--- config.mk ---
export PLATFORM = sky130hd
export DESIGN_NAME = wdog_escalate
export DESIGN_NICKNAME = d
export VERILOG_FILES = /design/src/rtl/wdog_pkg.sv /design/src/rtl/wdog_hb_sync.sv /design/src/rtl/wdog_count.sv /design/src/rtl/wdog_action.sv /design/src/rtl/wdog_escalate.sv
export SDC_FILE = /design/constraint.sdc
export NUM_CORES = 1
export LEC_CHECK = 0
export BUFFER_PORTS_ARGS = -buffer_cell sky130_fd_sc_hd__buf_4
export CORE_ASPECT_RATIO = 1.1
export CORE_MARGIN = 2
export CORE_UTILIZATION = 56
export CTS_BUF_LIST = sky130_fd_sc_hd__clkbuf_8 sky130_fd_sc_hd__clkbuf_16
export DETAILED_ROUTE_END_ITERATION = 6
export GPL_TIMING_DRIVEN = 0
export PLACE_DENSITY = 0.82
export SLEW_MARGIN = 10
export SYNTH_ARGS = -nofsm -noshare
export SYNTH_HDL_FRONTEND = slang
export SYNTH_SLANG_ARGS = --single-unit
--- constraint.sdc ---
create_clock -name clk -period 2.2 [get_ports clk]
set_clock_uncertainty 0.1 [all_clocks]
set_input_delay 0.11 -clock clk [delete_from_list [all_inputs] [get_ports clk]]
set_output_delay 0.11 -clock clk [all_outputs]
set_load 0.005 [all_outputs]
--- src/rtl/wdog_pkg.sv ---
package wdog_pkg;

    typedef enum logic [1:0] {
        WD_OFF       = 2'b00,
        WD_IRQ       = 2'b01,
        WD_RESET     = 2'b10,
        WD_TWO_STAGE = 2'b11
    } wd_mode_e;

    typedef enum logic [1:0] {
        ACT_NONE  = 2'b00,
        ACT_WARN  = 2'b01,
        ACT_RESET = 2'b10
    } wd_act_e;

    localparam int CODE_W = 3;
    localparam logic [CODE_W-1:0] CODE_DEFAULT = 3'b100;

    typedef struct packed {
        wd_mode_e          mode;
        logic [CODE_W-1:0] code;
        logic              hib_run;
    } wd_cfg_t;

    // Reserved codes above the largest legal one fall back to it.
    function automatic logic [CODE_W-1:0] clamp_code(input logic [CODE_W-1:0] c,
                                                     input int max_code);
        return (int'(c) > max_code) ? CODE_W'(max_code) : c;
    endfunction

endpackage

--- src/rtl/wdog_hb_sync.sv ---
module wdog_hb_sync #(
    parameter int STAGES = 2
) (
    input  logic clk,
    input  logic rst,
    input  logic hb_in,
    output logic hb_edge
);
    logic [STAGES:0] sh;

    always_ff @(posedge clk) begin
        if (rst) sh <= '0;
        else     sh <= {sh[STAGES-1:0], hb_in};
    end

    // Any change of the synchronized level is an edge.
    assign hb_edge = sh[STAGES-1] ^ sh[STAGES];
endmodule

--- src/rtl/wdog_count.sv ---
module wdog_count
    import wdog_pkg::*;
#(
    parameter int MAX_CODE = 5,
    parameter int CNT_W    = MAX_CODE + 1
) (
    input  logic              clk,
    input  logic              rst,
    input  logic              tick,
    input  logic              run,
    input  logic              reload,
    input  logic [CODE_W-1:0] code_next,
    output logic              expire
);
    localparam logic [CNT_W-1:0] CNT_INIT =
        CNT_W'(1) << clamp_code(CODE_DEFAULT, MAX_CODE);

    logic [CNT_W-1:0] cnt;
    logic [CNT_W-1:0] reload_val;

    assign reload_val = CNT_W'(1) << clamp_code(code_next, MAX_CODE);
    assign expire     = run && tick && !reload && (cnt == CNT_W'(1));

    always_ff @(posedge clk) begin
        if (rst)                 cnt <= CNT_INIT;
        else if (reload)         cnt <= reload_val;
        else if (expire)         cnt <= reload_val;
        else if (run && tick)    cnt <= cnt - CNT_W'(1);
    end
endmodule

--- src/rtl/wdog_action.sv ---
module wdog_action
    import wdog_pkg::*;
#(
    parameter int RST_CYCLES = 16,
    parameter int RST_W      = $clog2(RST_CYCLES + 1)
) (
    input  logic     clk,
    input  logic     rst,
    input  logic     expire,
    input  logic     clear,
    input  wd_mode_e mode,
    output logic     warn_irq,
    output logic     reset_irq,
    output logic     sys_rst
);
    logic             armed;
    logic [RST_W-1:0] rst_cnt;
    wd_act_e          act;

    always_comb begin
        unique case (mode)
            WD_IRQ:       act = ACT_WARN;
            WD_RESET:     act = ACT_RESET;
            WD_TWO_STAGE: act = armed ? ACT_RESET : ACT_WARN;
            default:      act = ACT_NONE;
        endcase
    end

    always_ff @(posedge clk) begin
        if (rst) begin
            warn_irq  <= 1'b0;
            reset_irq <= 1'b0;
            armed     <= 1'b0;
            rst_cnt   <= '0;
        end else begin
            warn_irq  <= expire && (act == ACT_WARN);
            reset_irq <= expire && (act == ACT_RESET);
            if (clear)
                armed <= 1'b0;
            else if (expire && mode == WD_TWO_STAGE)
                armed <= !armed;
            if (expire && act == ACT_RESET)
                rst_cnt <= RST_W'(RST_CYCLES);
            else if (rst_cnt != '0)
                rst_cnt <= rst_cnt - RST_W'(1);
        end
    end

    assign sys_rst = (rst_cnt != '0);
endmodule

--- src/rtl/wdog_escalate.sv ---
module wdog_escalate
    import wdog_pkg::*;
#(
    parameter int MAX_CODE    = 5,
    parameter int RST_CYCLES  = 16,
    parameter int SYNC_STAGES = 2
) (
    input  logic       clk,
    input  logic       rst,
    input  logic       tick,
    input  logic       wr_mode_en,
    input  logic [1:0] wr_mode,
    input  logic       wr_hib_run,
    input  logic       wr_tmo_en,
    input  logic [2:0] wr_tmo,
    input  logic       hb_in,
    input  logic       hib,
    output logic       warn_irq,
    output logic       reset_irq,
    output logic       sys_rst
);
    wd_cfg_t cfg_q, cfg_d;
    logic    hb_edge, host_wr, reload, run, expire;

    always_comb begin
        cfg_d = cfg_q;
        if (wr_mode_en) begin
            cfg_d.mode    = wd_mode_e'(wr_mode);
            cfg_d.hib_run = wr_hib_run;
        end
        if (wr_tmo_en)
            cfg_d.code = wr_tmo;
    end

    always_ff @(posedge clk) begin
        if (rst) cfg_q <= '{mode: WD_OFF, code: CODE_DEFAULT, hib_run: 1'b0};
        else     cfg_q <= cfg_d;
    end

    assign host_wr = wr_mode_en || wr_tmo_en;
    assign reload  = host_wr || hb_edge;
    assign run     = (cfg_q.mode != WD_OFF) && (!hib || cfg_q.hib_run);

    wdog_hb_sync #(.STAGES(SYNC_STAGES)) u_sync (
        .clk(clk), .rst(rst), .hb_in(hb_in), .hb_edge(hb_edge)
    );

    wdog_count #(.MAX_CODE(MAX_CODE)) u_count (
        .clk(clk), .rst(rst), .tick(tick), .run(run), .reload(reload),
        .code_next(cfg_d.code), .expire(expire)
    );

    wdog_action #(.RST_CYCLES(RST_CYCLES)) u_action (
        .clk(clk), .rst(rst), .expire(expire), .clear(reload), .mode(cfg_q.mode),
        .warn_irq(warn_irq), .reset_irq(reset_irq), .sys_rst(sys_rst)
    );
endmodule

# Word level (Yosys, flattened, before mapping)
# Index checks and enable logic that the tools add are counted.
# W data, S select, Z words.
[word_totals] register_bits=23 latchBits=0 mem_bits_rw=0 romBits=0 inputBits=13 output_inout_bits=3 elab_cells=49 mem_count=0
[op_classes] addsub=2 multipliers=0 div_mod_pow=0 n_lt_le_gt_ge=1 n_eq_ne=6 n_shift=1 n_mux=9 bitwise=1 n_reduce_logical=19
[ops] op="$mux W6" count=3
[ops] op="$mux W5" count=2
[ops] op="$logic_and A1 B1 Y1" count=7
[ops] op="$eq A2 B2 Y1 const B" count=3
[ops] op="$eq A6 B1 Y1 const B" count=1
[ops] op="$mux W3" count=2
[ops] op="$pmux W2 S3" count=1
[ops] op="$shl A1 B3 Y6 const A" count=1
[ops] op="$sub A6 B1 Y6 const B" count=1
[ops] op="$reduce_bool A5 Y1" count=1
[ops] op="$sub A5 B1 Y5 const B" count=1
[ops] op="$eq A2 B1 Y1 const B" count=2
[ops] op="$reduce_bool A2 Y1" count=2
[ops] op="$reduce_or A2 Y1" count=2
[ops] op="$gt A3 B3 Y1 const B" count=1
[ops] op="$logic_not A1 Y1" count=3
[ops] op="$logic_or A1 B1 Y1" count=3
[ops] op="$reduce_bool A3 Y1" count=1
[ops] op="$mux W2" count=1
[ops] op="$xor A1 B1 Y1" count=1

# Depth between registers and ports, before layout
[depth] word_depth=8 depth_mapped=7

# Modules after synthesis
# From an unflattened synthesis, not the netlist that was laid out.
[unflattened] hier_cells=120 area_unflattened_um2=1113.6
[by_module_without_submodules] mod="wdog_count" n_inst=1 cells_per_inst=55 area_per_inst_um2=439.2
[by_module_without_submodules] mod="wdog_action" n_inst=1 cells_per_inst=36 area_per_inst_um2=349.1
[by_module_without_submodules] mod="wdog_escalate" n_inst=1 cells_per_inst=22 area_per_inst_um2=237.7
[by_module_without_submodules] mod="wdog_hb_sync" n_inst=1 cells_per_inst=7 area_per_inst_um2=87.6

# Worst setup path before layout
# No wires, ideal clock.
[synth_timing] path_type="reg2reg" startpoint="reg u_count.cnt[1]" endpoint="reg u_count.cnt[1]" arrival_ps=1542 slack_ps=455 stages_incl_launch_ff=7 path_buffers=0 path_cell_list="dfxtp_1 -> inv_1 -> ha_1 -> or3b_4 -> o211ai_2 -> o32ai_1 -> a2111oi_2"
[synth_between] elab_chain_cells=4 elab_cells_between_ends=7
[synth_lines] element="start, declared" line="wdog_count.sv:18" source="logic [CNT_W-1:0] cnt;"
[synth_lines] element="start signal, assigned" line="wdog_count.sv:26" source="else if (reload) cnt <= reload_val;"
[synth_lines] element="start signal, assigned" line="wdog_count.sv:27" source="else if (expire) cnt <= reload_val;"
[synth_lines] element="start signal, assigned" line="wdog_count.sv:28" source="else if (run && tick) cnt <= cnt - CNT_W'(1);"
[synth_lines] element="$sub A6 B1 Y6 / $eq A6 B1 Y1 (equally long branches)" line="wdog_count.sv:28, wdog_count.sv:22"
[synth_lines] element="$mux W6 / $logic_and A1 B1 Y1 (equally long branches)" line="wdog_count.sv:28, wdog_count.sv:22"
[synth_lines] element="$mux W6" line="wdog_count.sv:27"
[synth_lines] element="$mux W6" line="wdog_count.sv:26"
# Several ways; a longest one is shown, not always the timed one. The select of a mux whose other input is x is not followed.
# A chain may end at the register's enable or synchronous reset.

# Worst setup path after layout
[layout_timing] startpoint="reg u_count.cnt[1]" endpoint="reg u_action.armed"
[layout_between] elab_chain_cells=3
[layout_lines] element="$eq A6 B1 Y1" line="wdog_count.sv:22" source="assign expire = run && tick && !reload && (cnt == CNT_W'(1));"
[layout_lines] element="$logic_and A1 B1 Y1" line="wdog_count.sv:22"
[layout_lines] element="$logic_and A1 B1 Y1" line="wdog_action.sv:40" source="else if (expire && mode == WD_TWO_STAGE)"
[layout_lines] element="end signal, assigned" line="wdog_action.sv:41" source="armed <= !armed;"
[layout_lines] element="end, declared" line="wdog_action.sv:16" source="logic armed;"
# No other way between the ends.

==> flow_results.org <==
** Yosys
- The number of nets in the synthesized netlist is between 150 and 200.
- Top cell type's share of synthesized area :: 0.357
- Post-synth cell types :: 53
- Sorting the synthesized cells by how often they occur yields 23 x sky130_fd_sc_hd__dfxtp_1, 17 x sky130_fd_sc_hd__nor2_1, 10 x sky130_fd_sc_hd__inv_1, 8 x sky130_fd_sc_hd__nor3_1.
- Count of state elements after synthesis :: 23
- After technology mapping, the gate count stands at around 150.
- The Yosys step of the flow raised 0 warnings.
- Mean Syn Cell Area :: roughly 8.8 um^2
- Among all flip-flop cells after synthesis, the most frequent one is sky130_fd_sc_hd__dfxtp_1.
- The cell area that synthesis handed to floorplanning was between 1000 and 1500 um^2.
- Of the synthesized area, sequential elements account for 0.357.
- Async set-reset flop share out of synthesis :: 0
- Synth area leader :: sky130_fd_sc_hd__dfxtp_1
- In the post-synthesis netlist, the biggest area contributors are sky130_fd_sc_hd__dfxtp_1 36%, sky130_fd_sc_hd__nor2_1 4.9%, sky130_fd_sc_hd__mux2i_1 4.7%.
- Yosys mapped a number of flops with a built-in enable equal to 0.
- Top-count cell post-synth :: sky130_fd_sc_hd__dfxtp_1

** Clock tree
- Setup bufs post-CTS :: 0
- H-tree depth :: 1
- Clock tree sinks :: 23
- TritonCTS built the clock tree.
- The clock reaches the later pin of the worst-skew pair after around 0.26 ns.
- Clock Path Buffers :: 2
- TritonCTS Buffers :: 3
- In this run the clock root is driven by a sky130_fd_sc_hd__clkbuf_8.
- Clock-pin slew reported for the worst setup and hold paths after clock tree synthesis :: about 0.08 ns

** Power
- Dividing total power by cell area gives a power density of ~730 nW/um^2.
- Static leakage power :: 0.000570 uW
- The worst-case IR drop observed on VDD is around 0.73 mV.

** Placement
- Once placement finished, the instance area stood at around 1400 um^2.
- The congestion estimate from routability-driven global placement came to 0.991.
- DPL Wire Length :: around 2100 um
- Timing analysis after detailed placement gives a worst setup slack of 0.256 ns.
- During placement, the flow inserted port buffers numbering 13.

** Timing
- Unrepaired setup endpoints after global routing :: false
- Fin. max-slew vios :: 0
- Counting I/O delays and the setup requirement, the final critical path takes around 2.0 ns.
- Relative max-transition margin :: 0.617
- Measured slew at the worst slew-check pin :: approximately 0.57 ns
- Fmax :: about 0.50 GHz
- Hold Fails Final Rpt :: 0
- Final setup vio count :: 0
- Aggregate negative setup slack :: 0 ns
- Setup slack on the critical path of the routed design comes to 0.186 ns.
- Dividing the final minimum period by the clock period gives 0.916.
- Worst Hold Margin :: 0.0578 ns

** Worst setup path
- Kind of end point of the critical path :: register
- In this run the worst path has a maximum fanout of 4.
- Startpoint-to-endpoint class of the critical path :: register to register
- Endpoint arrival time on the critical path :: roughly 2.1 ns
- The worst setup path is launched from a register.
- For the worst setup path, the data required time is 2.30 ns.

** Global route
- Number of antenna violations at the first check in global routing :: 0
- In the global route stage, overall resource usage came out at 0.227.
- Vias in the first global route :: 1072
- Entering global routing, the biggest net connects 13 pins.
- The total overflow left after global routing is 0.
- The first global-routing pass estimated between 4000 and 5000 um of wire.

** Drt
- DRC errors left :: 0
- For this block, the initial DRC count from the detailed router was 27.
- The final layout contains routed wiring with a total length of ~2800 um.
- Number of vias after detailed routing :: 1168
- Detailed-route wire length per cell :: 14.2 um
- Detail-routed via count per cell :: between 5 and 6
- Remaining number of nets flagged by the antenna check after routing :: 0
- The first detailed-routing pass took 4 iterations.

** Die
- In this run the vertical extent of the chip is around 54 um.
- Die X :: between 40 and 50 um
- Number of top-level pins :: 16
- Placeable core region :: approximately 2200 um^2
- Total number of placement rows :: 18
- Effective utilization at floorplan :: 0.585
- The die covers ~2700 um^2.

** Worst hold path
- Class of the worst hold path :: input pin to register

** Layout
- In the final design database the tool counted ~190 nets.
- The filler cells instantiated in the layout total around 190.
- The area growth from synthesis to layout is 17.1%.
- Once layout is complete, the utilization of the core stands at 0.685.
- Once layout is done, the placed cells without fillers occupy about 1500 um^2.
- The repair_antennas step left the layout with diodes totalling 0.
- In the final layout, the share of cells above drive strength 1 is 0.167.

** Run
- Maxcap violations :: 0

** Status
- The run finished with clean final reports.
## per-stage QoR
step / cells / power (uW)
floorplan: 147 / 761
global placement: 190 / 837
detailed placement: 190 / 853
CTS: 198 / 1120
global route: 198 / 1180
finish: 198 / 1110
## layout make-up
| cell class | instances | area [um^2] | area share |
|---|---|---|---|
| Inverter | 10 | 37.5 | 0.0248 |
| Timing Repair Buffer | 17 | 138 | 0.0911 |
| Tap cell | 30 | 37.5 | 0.0248 |
| Clock buffer | 3 | 41.3 | 0.0273 |
| Sequential cell | 23 | 460 | 0.305 |
| Multi-Input combinational cell | 110 | 777 | 0.514 |
| Buffer | 4 | 16.3 | 0.0108 |
| Clock inverter | 1 | 3.75 | 0.00248 |
## kinds of logic after synthesis
logic type               synth area share
AND/OR/NAND/NOR                     0.248
AO/OA/AOI/OAI                       0.214
flip-flops                          0.357
buffers and inverters              0.0417
multiplexers                       0.0552
XOR/XNOR                           0.0552
adder cells (fa/ha/maj)            0.0291
## critical path, cell delays in order, from the launching register on
cell	delay (ns)
sky130_fd_sc_hd__dfxtp_1	0.35
sky130_fd_sc_hd__inv_1	0.11
sky130_fd_sc_hd__ha_1	0.19
sky130_fd_sc_hd__nor3b_1	0.39
sky130_fd_sc_hd__nand4_1	0.19
sky130_fd_sc_hd__or4_1	0.49
sky130_fd_sc_hd__a21oi_1	0.14
## path summary, 6_finish.rpt
kind	start	endpoint	slack, ns	depth (start not counted)
max reg2reg	u_count.cnt[1]	u_action.armed	0.19	6
min reg2reg	u_sync.sh[0]	u_sync.sh[1]	0.36	1
max	u_count.cnt[1]	u_action.armed	0.19	6
min	wr_tmo[1]	cfg_q[2]	0.06	3
## routing by layer
metal,track usage,share of wire,up-vias
li1,-,-,581
met3,0.0355,0.043,6
met4,0.125,0.021,0
met5,0,0,-
met1,0.266,0.43,543
met2,0.407,0.51,38
## where the power goes
group	switching (uW)	internal (uW)	leakage [uW]
combinational	175	165	0.000354
sequential	42.9	467	0.000189
clock	132	125	0.0000269
## what timing repair did
item                                    in CTS  in global routing
gates resized for setup                      0                  0
hold endpoints to repair                     4                  0
hold buffers                                 4                  0
endpoints found under the setup margin       0                  0
## cell usage in the layout, fill, tap and decap left out, drive strengths merged, types with 3 or more instances in the layout
cell | synthesis | final
clkbuf | 3 | 6
nor3 | 8 | 8
mux2i | 6 | 6
xnor2 | 5 | 5
buf | 1 | 14
or2 | 3 | 3
nand2b | 3 | 3
o211ai | 4 | 4
nand2 | 6 | 6
or3b | 3 | 3
nor3b | 3 | 3
nor2 | 19 | 19
nor2b | 4 | 4
dlygate4sd3 | 0 | 4
o21ai | 4 | 4
dfxtp | 23 | 23
ha | 3 | 3
inv | 10 | 11
a211oi | 5 | 5
a21oi | 6 | 6
## registers in the layout, summed over array words and instances, names as in the netlist
| register | cells |
|---|---|
| cfg_q | 6 |
| u_sync.sh | 3 |
| u_action.armed | 1 |
| u_action.warn_irq | 1 |
| u_action.rst_cnt | 5 |
| u_action.reset_irq | 1 |
| u_count.cnt | 6 |
No activity file was read; power rests on OpenSTA's default activity.
